### src/rtl/chg_irq_pkg.sv
package chg_irq_pkg;
    localparam int REG_W   = 8;
    localparam int STATE_W = 3;
    localparam int STATE_N = 1 << STATE_W;
    localparam int ADDR_W  = 4;
    localparam int NGRP    = 4;

    // address layout
    localparam int SUM_ADDR  = 0;
    localparam int INT_BASE  = 1;
    localparam int MSK_BASE  = INT_BASE + NGRP;
    localparam int EDG_BASE  = MSK_BASE + NGRP;
    localparam int CTRL_ADDR = EDG_BASE + NGRP;

    // summary bit positions
    localparam int SUM_BSW   = 3;
    localparam int SUM_STAT  = 6;
    localparam int SUM_FAULT = 7;

    typedef logic [NGRP-1:0][REG_W-1:0] grp_vec_t;
endpackage

### src/rtl/chg_evt_latch.sv
module chg_evt_latch
    import chg_irq_pkg::*;
#(
    parameter int W = REG_W
) (
    input  logic         clk,
    input  logic         rst_n,
    input  logic [W-1:0] raw_i,
    input  logic [W-1:0] rise_sel_i,
    input  logic [W-1:0] ext_set_i,
    input  logic         clr_i,
    output logic [W-1:0] pend_o
);
    typedef struct packed {
        logic [W-1:0] raw_prev;
        logic [W-1:0] pend;
    } lat_t;

    lat_t st_d, st_q;

    always_comb begin
        logic [W-1:0] hit;
        hit = (raw_i & ~st_q.raw_prev & rise_sel_i)
            | (~raw_i & st_q.raw_prev & ~rise_sel_i);
        st_d          = st_q;
        st_d.raw_prev = raw_i;
        // set wins over a clear in the same cycle
        st_d.pend     = (clr_i ? '0 : st_q.pend) | hit | ext_set_i;
    end

    always_ff @(posedge clk or negedge rst_n) begin
        if (!rst_n) st_q <= '0;
        else        st_q <= st_d;
    end

    assign pend_o = st_q.pend;
endmodule

### src/rtl/chg_regs.sv
module chg_regs
    import chg_irq_pkg::*;
(
    input  logic              clk,
    input  logic              rst_n,
    input  logic              rd_en_i,
    input  logic              wr_en_i,
    input  logic [ADDR_W-1:0] addr_i,
    input  logic [REG_W-1:0]  wdata_i,
    input  grp_vec_t          pend_i,
    input  logic [REG_W-1:0]  summary_i,
    output grp_vec_t          mask_o,
    output grp_vec_t          rise_o,
    output logic              gmask_o,
    output logic [NGRP-1:0]   clr_o,
    output logic [REG_W-1:0]  rdata_o
);
    typedef struct packed {
        grp_vec_t         mask;
        grp_vec_t         rise;
        logic             gmask;
        logic [REG_W-1:0] rdata;
    } regs_t;

    regs_t st_d, st_q;

    always_comb begin
        int a;
        a     = int'(addr_i);
        st_d  = st_q;
        clr_o = '0;
        if (rd_en_i) begin
            st_d.rdata = '0;
            if (a == SUM_ADDR)  st_d.rdata = summary_i;
            if (a == CTRL_ADDR) st_d.rdata = {{(REG_W-1){1'b0}}, st_q.gmask};
            for (int g = 0; g < NGRP; g++) begin
                if (a == INT_BASE + g) begin
                    st_d.rdata = pend_i[g];
                    clr_o[g]   = 1'b1;
                end
                if (a == MSK_BASE + g) st_d.rdata = st_q.mask[g];
                if (a == EDG_BASE + g) st_d.rdata = st_q.rise[g];
            end
        end
        if (wr_en_i) begin
            if (a == CTRL_ADDR) st_d.gmask = wdata_i[0];
            for (int g = 0; g < NGRP; g++) begin
                if (a == MSK_BASE + g) st_d.mask[g] = wdata_i;
                if (a == EDG_BASE + g) st_d.rise[g] = wdata_i;
            end
        end
    end

    always_ff @(posedge clk or negedge rst_n) begin
        if (!rst_n) begin
            st_q.mask  <= '0;
            st_q.rise  <= '1;
            st_q.gmask <= 1'b0;
            st_q.rdata <= '0;
        end else begin
            st_q <= st_d;
        end
    end

    assign mask_o  = st_q.mask;
    assign rise_o  = st_q.rise;
    assign gmask_o = st_q.gmask;
    assign rdata_o = st_q.rdata;
endmodule

### src/rtl/chg_flag_pulse.sv
module chg_flag_pulse #(
    parameter int PULSE_CYC = 16
) (
    input  logic clk,
    input  logic rst_n,
    input  logic req_i,
    input  logic all_clear_i,
    output logic busy_o,
    output logic armed_o
);
    localparam int CNT_W = $clog2(PULSE_CYC + 1);

    typedef struct packed {
        logic             armed;
        logic [CNT_W-1:0] cnt;
    } pls_t;

    pls_t st_d, st_q;

    always_comb begin
        logic fire;
        fire = st_q.armed && req_i && (st_q.cnt == '0);
        st_d = st_q;
        if (fire)                 st_d.cnt = CNT_W'(PULSE_CYC);
        else if (st_q.cnt != '0)  st_d.cnt = st_q.cnt - 1'b1;
        if (fire)                 st_d.armed = 1'b0;
        else if (all_clear_i)     st_d.armed = 1'b1;
    end

    always_ff @(posedge clk or negedge rst_n) begin
        if (!rst_n) begin
            st_q.armed <= 1'b1;
            st_q.cnt   <= '0;
        end else begin
            st_q <= st_d;
        end
    end

    assign busy_o  = (st_q.cnt != '0);
    assign armed_o = st_q.armed;
endmodule

### src/rtl/chg_irq_flag.sv
module chg_irq_flag
    import chg_irq_pkg::*;
#(
    parameter int                 PULSE_CYC   = 16,
    parameter logic [STATE_N-1:0] ACTIVE_MASK = 8'b0001_1110
) (
    input  logic               clk,
    input  logic               rst_n,
    input  logic [STATE_W-1:0] chg_state_i,
    input  logic               bsw_present_i,
    input  logic [REG_W-2:0]   stat_evt_i,
    input  logic [REG_W-1:0]   fa_evt_i,
    input  logic [REG_W-1:0]   fb_evt_i,
    input  logic [REG_W-1:0]   fc_evt_i,
    input  logic               rd_en_i,
    input  logic               wr_en_i,
    input  logic [ADDR_W-1:0]  addr_i,
    input  logic [REG_W-1:0]   wdata_i,
    output logic [REG_W-1:0]   rdata_o,
    output logic               flag_o
);
    typedef struct packed {
        logic [STATE_W-1:0] state_prev;
    } top_t;

    top_t st_d, st_q;

    grp_vec_t          raw_vec, ext_vec, pend, mask, rise;
    logic [NGRP-1:0]   clr;
    logic [REG_W-1:0]  summary;
    logic              gmask, req_any, all_clear, pulse_busy, pulse_armed;
    logic              state_chg;

    always_comb begin
        st_d            = st_q;
        st_d.state_prev = chg_state_i;
        state_chg       = (chg_state_i != st_q.state_prev);
    end

    always_ff @(posedge clk or negedge rst_n) begin
        if (!rst_n) st_q <= '0;
        else        st_q <= st_d;
    end

    always_comb begin
        raw_vec    = '0;
        ext_vec    = '0;
        raw_vec[0] = {stat_evt_i, 1'b0};
        raw_vec[1] = fa_evt_i;
        raw_vec[2] = fb_evt_i;
        raw_vec[3] = fc_evt_i;
        ext_vec[0] = {{(REG_W-1){1'b0}}, state_chg};
    end

    for (genvar g = 0; g < NGRP; g++) begin : g_grp
        chg_evt_latch #(.W(REG_W)) u_latch (
            .clk        (clk),
            .rst_n      (rst_n),
            .raw_i      (raw_vec[g]),
            .rise_sel_i (rise[g]),
            .ext_set_i  (ext_vec[g]),
            .clr_i      (clr[g]),
            .pend_o     (pend[g])
        );
    end

    always_comb begin
        logic fault_any;
        fault_any = 1'b0;
        req_any   = 1'b0;
        all_clear = 1'b1;
        for (int g = 0; g < NGRP; g++) begin
            req_any   = req_any | (|(pend[g] & ~mask[g]));
            all_clear = all_clear & (pend[g] == '0);
            if (g > 0) fault_any = fault_any | (|pend[g]);
        end
        req_any              = req_any & ~gmask;
        summary              = '0;
        summary[STATE_W-1:0] = chg_state_i;
        summary[SUM_BSW]     = bsw_present_i;
        summary[SUM_STAT]    = |pend[0];
        summary[SUM_FAULT]   = fault_any;
    end

    chg_regs u_regs (
        .clk       (clk),
        .rst_n     (rst_n),
        .rd_en_i   (rd_en_i),
        .wr_en_i   (wr_en_i),
        .addr_i    (addr_i),
        .wdata_i   (wdata_i),
        .pend_i    (pend),
        .summary_i (summary),
        .mask_o    (mask),
        .rise_o    (rise),
        .gmask_o   (gmask),
        .clr_o     (clr),
        .rdata_o   (rdata_o)
    );

    chg_flag_pulse #(.PULSE_CYC(PULSE_CYC)) u_pulse (
        .clk         (clk),
        .rst_n       (rst_n),
        .req_i       (req_any),
        .all_clear_i (all_clear),
        .busy_o      (pulse_busy),
        .armed_o     (pulse_armed)
    );

    // idle level high outside active/wait states; pulse inverts it
    assign flag_o = ~ACTIVE_MASK[chg_state_i] ^ pulse_busy;
endmodule

### config.mk
export PLATFORM = sky130hd
export DESIGN_NAME = chg_irq_flag
export DESIGN_NICKNAME = d
export VERILOG_FILES = /design/src/rtl/chg_irq_pkg.sv /design/src/rtl/chg_evt_latch.sv /design/src/rtl/chg_regs.sv /design/src/rtl/chg_flag_pulse.sv /design/src/rtl/chg_irq_flag.sv
export SDC_FILE = /design/constraint.sdc
export NUM_CORES = 1
export LEC_CHECK = 0
export BUFFER_PORTS_ARGS = -buffer_cell sky130_fd_sc_hd__buf_2
export CAP_MARGIN = 20
export CORE_ASPECT_RATIO = 1.1
export CORE_MARGIN = 2
export CORE_UTILIZATION = 60
export CTS_CLUSTER_SIZE = 8
export DETAILED_ROUTE_END_ITERATION = 10
export PLACE_DENSITY = 0.85
export SLEW_MARGIN = 10
export SYNTH_ARGS = -nofsm -noshare
export SYNTH_HDL_FRONTEND = slang
export SYNTH_SLANG_ARGS = --single-unit
### constraint.sdc
create_clock -name clk -period 1.9 [get_ports clk]
set_clock_uncertainty 0.05 [all_clocks]
set_input_delay 0.095 -clock clk [delete_from_list [all_inputs] [get_ports clk]]
set_output_delay 0.095 -clock clk [all_outputs]
set_load 0.005 [all_outputs]
Word level (Yosys, flattened, before mapping). Memory sizes are Yosys's and may differ from the RTL's. Index checks and enable logic that the tools add are counted. W data, S select, Z words.

Register bits: 145. Memory bits (read-only): 8. Input port bits: 51. Output and inout bits: 9. Word-level logic and storage cells: 151. Memories: 1.

$add $sub $neg: 1. Order comparisons: 1. Equal/unequal tests: 14. Multiplexer cells: 28. Bitwise gates (word level): 57. Reductions and logical operators: 28.

Memories: (name not given) (depth 8, bits a word 1, rd ports 1, clocked after Yosys merged registers in 0, write ports 0, line chg_irq_flag.sv:111) `assign flag_o = ~ACTIVE_MASK[chg_state_i] ^ pulse_busy;`.

Operators with widths (count): $and A8 B8 Y8 (20); $mux W8 (18); $not A8 Y8 (16); $or A8 B8 Y8 (8); $reduce_or A8 Y1 (8); $eq A4 B4 Y1 const B (8); $logic_not A8 Y1 (4); $reduce_and A2 Y1 (9); $eq A4 B3 Y1 const B (4); $mux W5 (2); $or A8 B1 Y8 (1); $mux W1 (7); $logic_not A5 Y1 (1); $or A1 B1 Y1 (5); $reduce_bool A5 Y1 (1); $sub A5 B1 Y5 const B (1); $and A1 B1 Y1 (4); $eq A4 B2 Y1 const B (1); $logic_not A4 Y1 (1); $lt A3 B4 Y1 const B (1); $mux W4 (1); $reduce_bool A2 Y1 (2); $ne A3 B3 Y1 (1); $logic_and A1 B1 Y1 (2); 2 further kinds (3).

Longest topological paths before layout. Gate-level depths: netlist of the first run.

Depth in word-level cells: 17. Mapped depth: 9. Gate-level depth less buffers: 6.

By module. A second synthesis of the first run with hierarchy kept.

Cell total of the unflattened synthesis: 727. Area total of the unflattened synthesis: 7733.7 µm².

Modules (own cells, without submodules): chg_regs (instances 1, cells an instance 399, area each 4146.5 µm², seq. area each 1866.8 µm²); chg_evt_latch (instances 4, cells an instance 56, area each 700.7 µm², seq. area each 400.4 µm²); chg_irq_flag (instances 1, cells an instance 76, area each 491.7 µm², seq. area each 75.1 µm²); chg_flag_pulse (instances 1, cells an instance 28, area each 292.8 µm², seq. area each 151.4 µm²).

Least setup slack after synthesis of the first run. OpenSTA, ideal clock, no wires.

Path type: register to register. From: register u_regs.gmask_o (netlist name). To: register u_regs.st_q (netlist bit u_regs.rdata_o[0]). Library setup time: 0.140 ns. Arrival: 1.480 ns. Required time: 1.710 ns. Setup slack: 0.230 ns. Cell stages (with the launch flop): 7. Buffers on the path: 0. Period minus slack after synthesis: 1.670 ns. Cell sequence: dfrtp_1 -> mux2_1 -> a22o_1 -> a2111oi_1 -> o211ai_1 -> nand4_1 -> a41oi_1.

Cells in the longest elaborated chain, start to end: 13.

RTL lines: $mux W8 (line chg_regs.sv:35) `if (a == CTRL_ADDR) st_d.rdata = {{(REG_W-1){1'b0}}, st_q.gmask};`; $mux W8 (line chg_regs.sv:37) `if (a == INT_BASE + g) begin`; $mux W8 (line chg_regs.sv:41) `if (a == MSK_BASE + g) st_d.rdata = st_q.mask[g];`; $mux W8 (line chg_regs.sv:42) `if (a == EDG_BASE + g) st_d.rdata = st_q.rise[g];`; $mux W8 (line chg_regs.sv:37); $mux W8 (line chg_regs.sv:41); $mux W8 (line chg_regs.sv:42); $mux W8 (line chg_regs.sv:37); $mux W8 (line chg_regs.sv:41); $mux W8 (line chg_regs.sv:42); $mux W8 (line chg_regs.sv:37); $mux W8 (line chg_regs.sv:41); $mux W8 (line chg_regs.sv:42); end signal: assignment (line chg_regs.sv:61) `st_q <= st_d;`; end: declaration (line chg_regs.sv:25) `regs_t st_d, st_q;`.

No other way between the ends. A chain may end at the register's enable or synchronous reset.

Worst setup path in the final report of the first run.
From: register g_grp[0].u_latch.st_q (netlist bit g_grp[0].u_latch.pend_o[2]). To: register u_regs.st_q (netlist bit u_regs.rdata_o[2]).

Cells in the longest elaborated chain, start to end: 12.

RTL lines: start: declaration (line chg_evt_latch.sv:19) `lat_t st_d, st_q;`; start signal: assignment (line chg_evt_latch.sv:33) `else st_q <= st_d;`; $mux W8 (line chg_regs.sv:37); $mux W8 (line chg_regs.sv:41); $mux W8 (line chg_regs.sv:42); $mux W8 (line chg_regs.sv:37); $mux W8 (line chg_regs.sv:41); $mux W8 (line chg_regs.sv:42); $mux W8 (line chg_regs.sv:37); $mux W8 (line chg_regs.sv:41); $mux W8 (line chg_regs.sv:42); $mux W8 (line chg_regs.sv:37); $mux W8 (line chg_regs.sv:41); $mux W8 (line chg_regs.sv:42).

No other way between the ends.

==> results of run 1 <==
-- critical path: stages (launching register included) --
cell	delay, ns
dfrtp_2	0.43
mux2_2	0.28
a221oi_2	0.23
buf_4	0.17
a311oi_1	0.06
o21ai_1	0.26
o2111ai_1	0.17
o21a_1	0.16
-- how the worst max path moves through the flow --
stage | from | to | slack (ns) | cells after the start
4_1_cts | g_grp[1].u_latch.pend_o[0] | u_pulse.armed_o | -0.03 | 6
6_report | g_grp[0].u_latch.pend_o[2] | u_regs.rdata_o[2] | -0.02 | 7
5_1_grt | g_grp[2].u_latch.pend_o[3] | u_pulse.st_q[4] | -0.03 | 7
2_1_floorplan | u_regs.gmask_o | u_regs.rdata_o[0] | 0.23 | 6
3_5_place_dp | g_grp[3].u_latch.pend_o[2] | u_pulse.armed_o | -0.11 | 5
3_3_place_gp | g_grp[3].u_latch.pend_o[2] | u_pulse.armed_o | -0.09 | 5
-- metrics by stage --
step / worst slack, ns / cells / util (%) / TNS [ns] / hold slack, ns
after detailed placement: -0.110 / 915 / 69.8 / -0.839 / 0.0108
after floorplan: 0.230 / 655 / - / 0 / -0.251
after CTS: -0.0318 / 982 / 78.9 / -0.0333 / 0.0761
final: -0.0243 / 986 / 80.7 / -0.0243 / 0.108
after global routing: -0.0346 / 986 / 80.7 / -0.132 / 0.0790
after global placement: -0.0928 / 915 / 69.8 / -0.519 / -0.000860
-- layout by cell type, fill, tap and decap left out, types with 5 or more instances in the layout --
master | synthesis | routed
dfrtp_1 | 112 | 106
buf_4 | 4 | 77
nor2_1 | 77 | 76
mux2_2 | 68 | 68
nand2_1 | 59 | 59
buf_2 | 9 | 58
dlygate4sd3_1 | 0 | 35
dfstp_2 | 33 | 33
a221o_1 | 31 | 31
o21ai_0 | 27 | 27
inv_1 | 25 | 24
a21oi_1 | 20 | 18
clkbuf_16 | 0 | 17
nand2b_1 | 20 | 15
a22oi_1 | 12 | 10
nand3_1 | 9 | 9
nor2_2 | 8 | 8
nand3b_1 | 8 | 8
nor2b_1 | 7 | 7
nor4_2 | 0 | 6
o22ai_1 | 10 | 6
dfrtp_2 | 0 | 6
nand2b_4 | 0 | 5
o211ai_1 | 5 | 5
-- logic make-up (layout without fill, tap and decap cells) --
group | Yosys count | count (layout) | synth area share (%)
and+or+nand+nor | 223 | 223 | 15.3
AOI/OAI and AO/OA | 155 | 155 | 16.7
DFF | 145 | 145 | 51.8
muxes | 71 | 71 | 11.2
buffers and inverters | 54 | 235 | 4.08
xor gates and xnor gates | 6 | 6 | 0.742
adders and majority gates | 1 | 1 | 0.177
-- metal layers --
metal  GRT usage [%]  vias up
met1            51.4     3245
met2            64.7      337
met3            8.25       90
met4            18.9        0
met5               0        -
li1                -     2745
-- registers in the layout (all words and copies together) (netlist names) --
name	cells
u_regs.mask_o	32
u_pulse.st_q	5
u_regs.gmask_o	1
u_pulse.armed_o	1
st_q	3
u_regs.rise_o	32
g_grp.u_latch.st_q	31
g_grp.u_latch.pend_o	32
u_regs.rdata_o	8
-- Yosys cell counts (all sizes together), types with 3 or more instances --
master	instances	share of area, %
o2111ai	7	0.87
o211ai	5	0.53
inv	25	1.3
a221oi	5	0.71
o22ai	10	0.88
a221o	31	4.4
o221ai	4	0.49
nor3	3	0.21
nand3b	8	0.85
buf	21	2.3
a21oi	20	1.4
dfstp	33	12
mux2	69	11
o21ai	28	2.0
nand3	9	0.64
clkbuf	7	0.37
nand2b	20	1.8
a22oi	14	1.6
nor2b	7	0.62
nor2	86	4.9
nand2	60	3.2
and3	3	0.26
nor4	12	1.1
dfrtp	112	40
xnor2	4	0.49
nand4	4	0.35
-- cell type report --
class	instances	area, um2
Clock inverter	9	158
Inverter	26	97.6
Multi-Input combinational cell	456	3350
Tap cell	150	188
Timing Repair Buffer	177	1330
Sequential cell	145	3680
Fill cell	686	2220
Clock buffer	23	468
-- repair_timing --
action / CTS / global route
resized for setup: 12 / 33
setup endpoints to repair: 7 / 10
hold endpoints to repair: 175 / 0
pin swaps: 3 / 21
setup buffers: 0 / 5
hold buffers: 35 / 0
-- power by group --
part / switching [uW] / total [uW] / internal (uW)
registers: 577 / 4300 / 3730
clock network: 1320 / 3590 / 2270
logic: 939 / 1890 / 956
total: 2840 / 9790 / 6950
==> metrics.md, run 1 <==
| Metric | Value |
|---|---|
| Setup crit end kind | flop |
| Unrepaired setup endpoints after global routing | yes |
| Root Driver | clkbuf_16 |
| TritonRoute pass-1 iters | 5 |
| Highest metal used | met4 |
| Ys async rst share | 100% |
| Required time worst endpoint | 2.17 ns |
| Worst slew pin tran | 0.476 ns |
| Failing checks | negative setup slack |
| First-pass GRT wire length | 37.5 mm |
| Final slew viol count | 0 |
| # nets final | 875 |
| Clk_lat worst skew | 0.43 ns |
| Grt total ovfl | 0 |
| Mapped Cells | 655 |
| WHS Endpoint | u_regs.gmask_o |
| HP Class | in -> reg |
| Worst r2r src | g_grp[0].u_latch.pend_o[2] |
| R2R Path End | u_regs.rdata_o[2] |
| Met2 WL | 12.1 mm |
| Chip Height | 118 um |
| Total track usage | 40.1% |
| Met1 wire length | 9.43 mm |
| Diodes inserted | 0 |
| FF-to-FF path depth | 7 |
| Hold path startpoint | wr_en_i |
| Initial DRC count | 676 |
| DRC | 0 |
| Starting density of the core | 61.7% |
| Via density | 6.51 |
| Dpl hpwl | 16.8 mm |
| Main flop type after synthesis | dfrtp_1 |
| Core Area | 11,500 um2 |
| DP Area | 8030 um2 |
| Sinks on the clock net | 145 |
| Largest net degree at the start of global routing | 45 |
| Yosys warns | 0 |
| Yosys cell types | 69 |
| Sequential area share after synthesis | 51.8% |
| Critical Path Start Type | flop |
| Port buffer count | 59 |
| EDFF count, synth | 0 |
| Fmax | 520 MHz |
| Clock Tree Buf Depth | 2 |
| Area grow syn2layout | 30.9% |
| GP Congestion | 1.02 |
| Area of the mapped netlist | 7090 um2 |
| Synthesized area per cell | 10.8 um2 |
| Worst R2R Setup Slack | -0.02 ns |
| Max VDD drop | 754 uV |
| Drt wl/cell | 25.1 um |
| Row cnt | 41 |
| DR vias | 6,417 |
| Total CTS buffers | 17 |
| CTS tree | yes |
| Cell depth of the worst hold path | 3 |
| Final WL | 24.7 mm |
| Final count of hold timing violations | 0 |
| Pleak | 0.00402 uW |
| Normalized max-slew margin | 67.9% |
| #FFs+latches synth | 145 |
| ANT nets after route | 0 |
| WS Path Type | reg -> reg |
| Clock slew at reported path FFs | 0.06 ns |
| Cell area after layout | 9270 um2 |
| I/O Pins | 60 |
| Cell Pwr Density | 1060 nW/um2 |
| Total power | 9790 uW |
| Crit path max fanout | 4 |
| Min Clock Period, post-route | 1.92 ns |
| Final number of setup-violating endpoints | 1 |
| Outcome | finished with violations |
| Number of global-route vias before repair | 6,510 |
| Die X | 108 um |
| Max Cap Violations | 0 |
| Worst Path Arrival | 2.19 ns |
| Met3 wire len | 1.98 mm |
| Initial antenna violation count | 0 |
| Share of cells above drive strength 1 | 38.9% |
| Worst setup margin | -0.0243 ns |
| Post-Syn Nets | 707 |
| Period utilisation layout | 101% |
| Die ar. | 12,700 um2 |
| H-tree depth | 4 |
Power figures use the tool's default switching activity.
==> run 2, diff against run 1 <==
ABC_AREA = 1   (was not set)
CORE_UTILIZATION = 64   (was 60)
PLACE_DENSITY = 0.9   (was 0.85)
clock period = 2.35 ns   (was 1.9 ns; I/O delays follow)
==> run 2 against run 1 <==
Net effect: the run now ends clean; non-clock buffer count is 73 lower; wire length is 18% lower; hold slack worse by 0.085 ns; sequential power is 24% lower.
==> metrics.md, run 2 <==
| Metric | Value |
|---|---|
| Highest metal used | met4 (unchanged) |
| Area grow syn2layout | 21.4% (was 30.9%) |
| Required time worst endpoint | 2.72 ns (was 2.17 ns) |
| Critical Path Start Type | input port (was flop) |
| Register area | 3670 um2 (was 3680 um2) |
| Row cnt | 38 (was 41) |
| Total CTS buffers | 17 (unchanged) |
| I/O Pins | 60 (unchanged) |
| Synthesized area per cell | 8.72 um2 (was 10.8 um2) |
| Sequential area share after synthesis | 56.2% (was 51.8%) |
| EDFF count, synth | 0 (unchanged) |
| Via density | 6.20 (was 6.51) |
| Initial DRC count | 645 (was 676) |
| Grt total ovfl | 0 (unchanged) |
| Post-cts gate resize count | 0 (was 12) |
| Die ar. | 11,000 um2 (was 12,700 um2) |
| Worst slew pin tran | 0.644 ns (was 0.476 ns) |
| Max Cap Violations | 0 (unchanged) |
| Crit path max fanout | 9 (was 4) |
| Core Area | 9890 um2 (was 11,500 um2) |
| Final WL | 20.4 mm (was 24.7 mm) |
| Mapped Cells | 748 (was 655) |
| Worst Path Arrival | 2.51 ns (was 2.19 ns) |
| Clock Tree Buf Depth | 2 (unchanged) |
| Comb pwr share | 13.3% (was 19.4%) |
| Chip Height | 110 um (was 118 um) |
| Cell with the most instances after synthesis | nand2_1 (was dfrtp_1) |
| Final count of hold timing violations | 0 (unchanged) |
| Max stage delay on crit path | 0.55 ns (was 0.43 ns) |
| DR vias | 6,153 (was 6,417) |
| Outcome | finished, final reports clean (was finished with violations) |
| Crit path buf inv count | 3 (was 1) |
| Yosys warns | 0 (unchanged) |
| WS Path Type | in -> reg (was reg -> reg) |
| Dpl hpwl | 13.9 mm (was 16.8 mm) |
| Post CTS Setup Buffer Count | 0 (unchanged) |
| Footprint of the multi-input gates | 2530 um2 (was 3350 um2) |
| Max VDD drop | 575 uV (was 754 uV) |
| Crit-path slowest cell | dlygate4sd3_1 (was dfrtp_2) |
| Final number of setup-violating endpoints | 0 (was 1) |
| Post-synth top cells | 225 x nand2_1, 112 x dfrtp_1, 74 x o21ai_0, 70 x inv_1, 70 x nor2_1 (was 112 x dfrtp_1, 77 x nor2_1, 68 x mux2_2, 59 x nand2_1, 33 x dfstp_2) |
| Ys async rst share | 100% (unchanged) |
| Top post-synthesis cells by area | dfrtp_1 43%, dfstp_2 13%, nand2_1 13% (was dfrtp_1 40%, dfstp_2 12%, mux2_2 11%) |
| # nets final | 912 (was 875) |
| Largest area contributor in the netlist | dfrtp_1 (unchanged) |
| TritonRoute pass-1 iters | 8 (was 5) |
| Pint | 4690 uW (was 6950 uW) |
| Reg power frac | 49.0% (was 44.0%) |
| Utilization after layout | 80.1% (was 80.7%) |
| Area of the mapped netlist | 6530 um2 (was 7090 um2) |
| Commonest non-fill, non-tap cell in the layout | nand2_1 (was dfrtp_1) |
| Sw Pwr | 1940 uW (was 2840 uW) |
| Fmax | 469 MHz |
| Starting density of the core | 66.0% (was 61.7%) |
| Cell Pwr Density | 837 nW/um2 (was 1060 nW/um2) |
| Met1 wire length | 7.27 mm (was 9.43 mm) |
| Met2 WL | 10.0 mm (was 12.1 mm) |
| Share of the synthesized area in the top cell type | 43.0% (was 39.6%) |
| Clk_lat worst skew | 0.53 ns (was 0.43 ns) |
| Root Driver | clkbuf_8 (was clkbuf_16) |
| Crit path cell chain | dlygate4sd3_1 -> buf_2 -> inv_1 -> or2_1 -> nor2_8 -> nand2_1 -> o211ai_1 -> a21oi_1 -> nand4_1 -> o21ai_0 -> nand4_1 -> nor2_1 -> nor2_1 (was mux2_2 -> a221oi_2 -> buf_4 -> a311oi_1 -> o21ai_1 -> o2111ai_1 -> o21a_1) |
| Period utilisation layout | 90.7% |
| Normalized max-slew margin | 57.1% (was 67.9%) |
| #FFs+latches synth | 145 (unchanged) |
| Min Clock Period, post-route | 2.13 ns |
| Post-Syn Nets | 800 (was 707) |
| First-pass GRT wire length | 32.0 mm (was 37.5 mm) |
| CTS tree | yes (unchanged) |
| Number of global-route vias before repair | 6,149 (was 6,510) |
| GP Congestion | 1.04 (was 1.02) |
| HP Class | in -> reg (unchanged) |
| Total track usage | 38.9% (was 40.1%) |
| Initial antenna violation count | 0 (unchanged) |
| Clock slew at reported path FFs | 0.06 ns (about the same) |
| Most frequent cells in the layout | 225 x nand2_1, 112 x dfrtp_1, 74 x o21ai_0 (was 106 x dfrtp_1, 77 x buf_4, 76 x nor2_1) |
| Unrepaired setup endpoints after global routing | no (was yes) |
| Share of cells above drive strength 1 | 17.3% (was 38.9%) |
| Final setup TNS | 0 ns (was -0.0243 ns) |
| Switching share of total power | 29.3% (was 29.0%) |
| Pleak | 0.00368 uW (was 0.00402 uW) |
| Yosys cell types | 33 (was 69) |
| Main flop type after synthesis | dfrtp_1 (unchanged) |
| Sinks on the clock net | 145 (unchanged) |
| Fill cells | 626 (was 686) |
| DRC | 0 (unchanged) |
| Total power | 6630 uW (was 9790 uW) |
| Hold-fix buffers, CTS | 38 (was 35) |
| Clk pwr share | 37.8% (was 36.7%) |
| Drt wl/cell | 20.5 um (was 25.1 um) |
| Diodes inserted | 0 (unchanged) |
| Die X | 100 um (was 108 um) |
| Met3 wire len | 1.95 mm (was 1.98 mm) |
| Final slew viol count | 0 (unchanged) |
| Largest delay contributor family on the critical path | simple AND/OR/NAND/NOR gates (was compound AO/OA/AOI/OAI gates) |
| H-tree depth | 4 (unchanged) |
| Port buffer count | 59 (unchanged) |
| ANT nets after route | 0 (unchanged) |
| Largest net degree at the start of global routing | 70 (was 45) |
| Setup crit end kind | flop (unchanged) |
run 2: path summary, 6_finish.rpt:
| path | start | to | slack [ns] | depth (start not counted) |
|---|---|---|---|---|
| hold / removal | addr_i[2] | u_regs.gmask_o | 0.02 | 5 |
| setup / recovery | addr_i[3] | u_regs.rdata_o[5] | 0.22 | 13 |
| hold reg to reg | u_pulse.st_q[3] | u_pulse.st_q[3] | 0.43 | 1 |
| setup reg to reg | g_grp[3].u_latch.pend_o[6] | u_regs.rdata_o[7] | 0.32 | 12 |
| min in group asynchronous | rst_n | g_grp[1].u_latch.st_q[12] | 0.10 | 2 |
| max in group asynchronous | rst_n | u_regs.rise_o[24] | 1.32 | 3 |
run 2: power by group through the flow:
stage	sequential (uW)	clock (uW)	combinational (uW)
2_1_floorplan	3150	0	494
3_3_place_gp	3250	0	760
4_1_cts	3230	2500	859
3_5_place_dp	3260	0	799
5_1_grt	3280	2600	983
6_report	3250	2500	879
run 2: tightest hold or removal path, cell delays in order:
cell	delay, ns
buf_2	0.12
nand2_1	0.10
nor2_1	0.07
nand2_1	0.08
o21ai_0	0.07
run 2: area by class of cell:
| type | instances | area share [%] |
|---|---|---|
| Sequential cell | 145 | 46.3 |
| Multi-Input combinational cell | 518 | 31.9 |
| Inverter | 74 | 3.51 |
| Clock buffer | 20 | 5.50 |
| Tap cell | 120 | 1.90 |
| Clock inverter | 12 | 1.41 |
| Timing Repair Buffer | 104 | 9.43 |
run 2: stage by stage:
stage,hold WS (ns),area (um2),std cells,worst slack [ns]
floorplan,-0.228,6530,748,0.953
global placement,0.0996,6990,923,0.322
detailed placement,0.111,6990,923,0.310
CTS,0.0129,7920,993,0.266
global route,0.0556,7920,993,0.131
finish,0.0233,7920,993,0.218
run 2: routing by layer:
layer | GRT usage [%] | up-vias
li1 | - | 2722
met1 | 46.5 | 2940
met2 | 64.6 | 391
met3 | 10.9 | 100
met4 | 20.3 | 0
met5 | 0 | -
run 2: cells by family after synthesis:
logic type,synth area share (%)
buffers and inverters,5.02
adders and majority gates,0.192
AOI/OAI and AO/OA,14.0
and+or+nand+nor,23.7
DFF,56.2
xor gates and xnor gates,0.806
==> run 3, diff against run 2 <==
HOLD_SLACK_MARGIN = 0.1   (was not set)
==> run 3 against run 2 <==
Net effect: flip-flop and latch count unchanged; power increased by 0.35%; core utilization increased by 1.1 points; non-clock buffer count increased by 11; clock power about the same; largest power group unchanged; first-iteration DRC count increased by 11%.
==> metrics.md, run 3 (synthesis results as in run 2) <==
| Metric | Value |
|---|---|
| FF-to-FF path depth | 12 (unchanged) |
| Commonest non-fill, non-tap cell in the layout | nand2_1 (unchanged) |
| Min Clock Period, post-route | 2.13 ns (about the same) |
| Grt total ovfl | 0 (unchanged) |
| TritonRoute pass-1 iters | 7 (was 8) |
| Required time worst endpoint | 2.72 ns (about the same) |
| Setup crit end kind | flop (unchanged) |
| Starting density of the core | 66.0% (unchanged) |
| Outcome | finished, final reports clean (unchanged) |
| Worst R2R Setup Slack | 0.30 ns (was 0.32 ns) |
| Largest net degree at the start of global routing | 70 (unchanged) |
| Diodes inserted | 0 (unchanged) |
| Root Driver | clkbuf_8 (unchanged) |
| Clock slew at reported path FFs | 0.06 ns (about the same) |
| Unrepaired setup endpoints after global routing | no (unchanged) |
| Crit path max fanout | 9 (unchanged) |
| Sw Pwr | 1950 uW (was 1940 uW) |
| Row cnt | 38 (unchanged) |
| Post-cts gate resize count | 0 (unchanged) |
| Drt wl/cell | 20.6 um (was 20.5 um) |
| Fmax | 470 MHz (was 469 MHz) |
| Total CTS buffers | 17 (unchanged) |
| Max Cap Violations | 0 (unchanged) |
| Chip Height | 110 um (unchanged) |
| Max VDD drop | 604 uV (was 575 uV) |
| WS Path Type | in -> reg (unchanged) |
| Switching share of total power | 29.3% (about the same) |
| Pint | 4700 uW (was 4690 uW) |
| Core Area | 9890 um2 (unchanged) |
| Final count of hold timing violations | 0 (unchanged) |
| Final setup TNS | 0 ns (unchanged) |
| Area grow syn2layout | 23.0% (was 21.4%) |
| ANT nets after route | 0 (unchanged) |
| Final WL | 20.7 mm (was 20.4 mm) |
| Fill cells | 604 (was 626) |
| Worst slew pin tran | 0.637 ns (was 0.644 ns) |
| Total track usage | 39.3% (was 38.9%) |
| Via density | 6.19 (was 6.20) |
| I/O Pins | 60 (unchanged) |
| Post CTS Setup Buffer Count | 0 (unchanged) |
| Final slew viol count | 0 (unchanged) |
| Comb pwr share | 13.5% (was 13.3%) |
| GP Congestion | 1.04 (unchanged) |
| CTS tree | yes (unchanged) |
| Cell area after layout | 8030 um2 (was 7920 um2) |
| Final number of setup-violating endpoints | 0 (unchanged) |
| Worst Path Arrival | 2.50 ns (was 2.51 ns) |
| Worst setup margin | 0.222 ns (was 0.218 ns) |
| DRC | 0 (unchanged) |
| H-tree depth | 4 (unchanged) |
| R2R Path End | u_regs.rdata_o[7] (unchanged) |
| Footprint of the multi-input gates | 2530 um2 (unchanged) |
| DR vias | 6,212 (was 6,153) |
| Initial antenna violation count | 0 (unchanged) |
| Dpl hpwl | 13.9 mm (unchanged) |
| Period utilisation layout | 90.6% (was 90.7%) |
| Clk_lat worst skew | 0.54 ns (was 0.53 ns) |
| Clock Tree Buf Depth | 2 (unchanged) |
| HP Class | in -> async (was in -> reg) |
| # nets final | 923 (was 912) |
| Post-placement setup slack | 0.310 ns (unchanged) |
| Register area | 3670 um2 (unchanged) |
| Number of global-route vias before repair | 6,204 (was 6,149) |
| DP Area | 6990 um2 (unchanged) |
| Cell Pwr Density | 828 nW/um2 (was 837 nW/um2) |
| Most frequent cells in the layout | 225 x nand2_1, 112 x dfrtp_1, 74 x o21ai_0 (unchanged) |
| First-pass GRT wire length | 32.4 mm (was 32.0 mm) |
| Pleak | 0.00372 uW (was 0.00368 uW) |
| Sinks on the clock net | 145 (unchanged) |
| Die X | 100 um (unchanged) |
| Share of cells above drive strength 1 | 17.1% (was 17.3%) |
| Initial DRC count | 715 (was 645) |
| Port buffer count | 59 (unchanged) |
| Critical Path Start Type | input port (unchanged) |
| Clk pwr share | 37.7% (was 37.8%) |
| Reg power frac | 48.8% (was 49.0%) |
| Normalized max-slew margin | 57.4% (was 57.1%) |
| Worst r2r src | g_grp[3].u_latch.pend_o[4] (was g_grp[3].u_latch.pend_o[6]) |
| Die ar. | 11,000 um2 (unchanged) |
==> run 3: cell count changes in the layout (fill, tap and decap cells not counted), sizes merged <==
| cell | delta |
|---|---|
| dlygate4sd3 | +11 |
==> run 3: worst max-delay path by stage <==
stage                                    start  depth (start not counted)                end  slack [ns]
floorplan           g_grp[2].u_latch.pend_o[6]                         12  u_regs.rdata_o[7]        0.95
global placement                     addr_i[3]                         12  u_regs.rdata_o[5]        0.32
detailed placement                   addr_i[3]                         12  u_regs.rdata_o[5]        0.31
CTS                            u_pulse.st_q[1]                          6             flag_o        0.27
global route        g_grp[3].u_latch.pend_o[4]                         12  u_regs.rdata_o[7]        0.14
finish                               addr_i[3]                         13  u_regs.rdata_o[5]        0.22
==> run 3: power by group through the flow <==
stage	Combinational [uW]	Sequential [uW]	Clock, uW
3_3_place_gp	760	3250	0
2_1_floorplan	494	3150	0
4_1_cts	877	3230	2500
5_1_grt	1000	3280	2600
3_5_place_dp	799	3260	0
6_report	900	3250	2510
==> run 3: metrics by stage <==
step / hold slack, ns / cells / utilization [%] / power, uW
3_5_place_dp: 0.111 / 923 / 70.7 / 4060
5_1_grt: 0.160 / 1004 / 81.2 / 6880
2_1_floorplan: -0.228 / 748 / - / 3640
3_3_place_gp: 0.0996 / 923 / 70.7 / 4010
4_1_cts: 0.135 / 1004 / 81.2 / 6600
6_report: 0.107 / 1004 / 81.2 / 6650
==> run 3: area by class of cell <==
| type | count | share of cell area (%) |
|---|---|---|
| sequential | 145 | 45.7 |
| multi-input combinational | 518 | 31.5 |
| timing repair buffer | 115 | 10.7 |
| clock buffer | 20 | 5.42 |
| inverter | 74 | 3.46 |
| tap | 120 | 1.87 |
| clock inverter | 12 | 1.39 |
==> run 3: what timing repair did <==
action,CTS,global route
hold buffers,49,0
endpoints found under the setup margin,0,0
hold endpoints to repair,242,0
==> run 3: routing by layer <==
metal,wire length [um],vias to the layer above,track usage (%)
li1,-,2744,-
met1,7510,2957,47.5
met2,10200,408,64.8
met3,1910,103,10.2
met4,1110,0,21.0
met5,0,-,0
==> run 3: worst max-delay path: stages <==
cell	delay, ns
dlygate4sd3_1	0.53
buf_2	0.14
inv_1	0.06
or2_1	0.48
nor2_8	0.09
nand2_1	0.09
o211ai_1	0.16
a21oi_1	0.16
nand4_1	0.16
o21ai_0	0.17
nand4_1	0.17
nor2_1	0.12
nor2_1	0.05
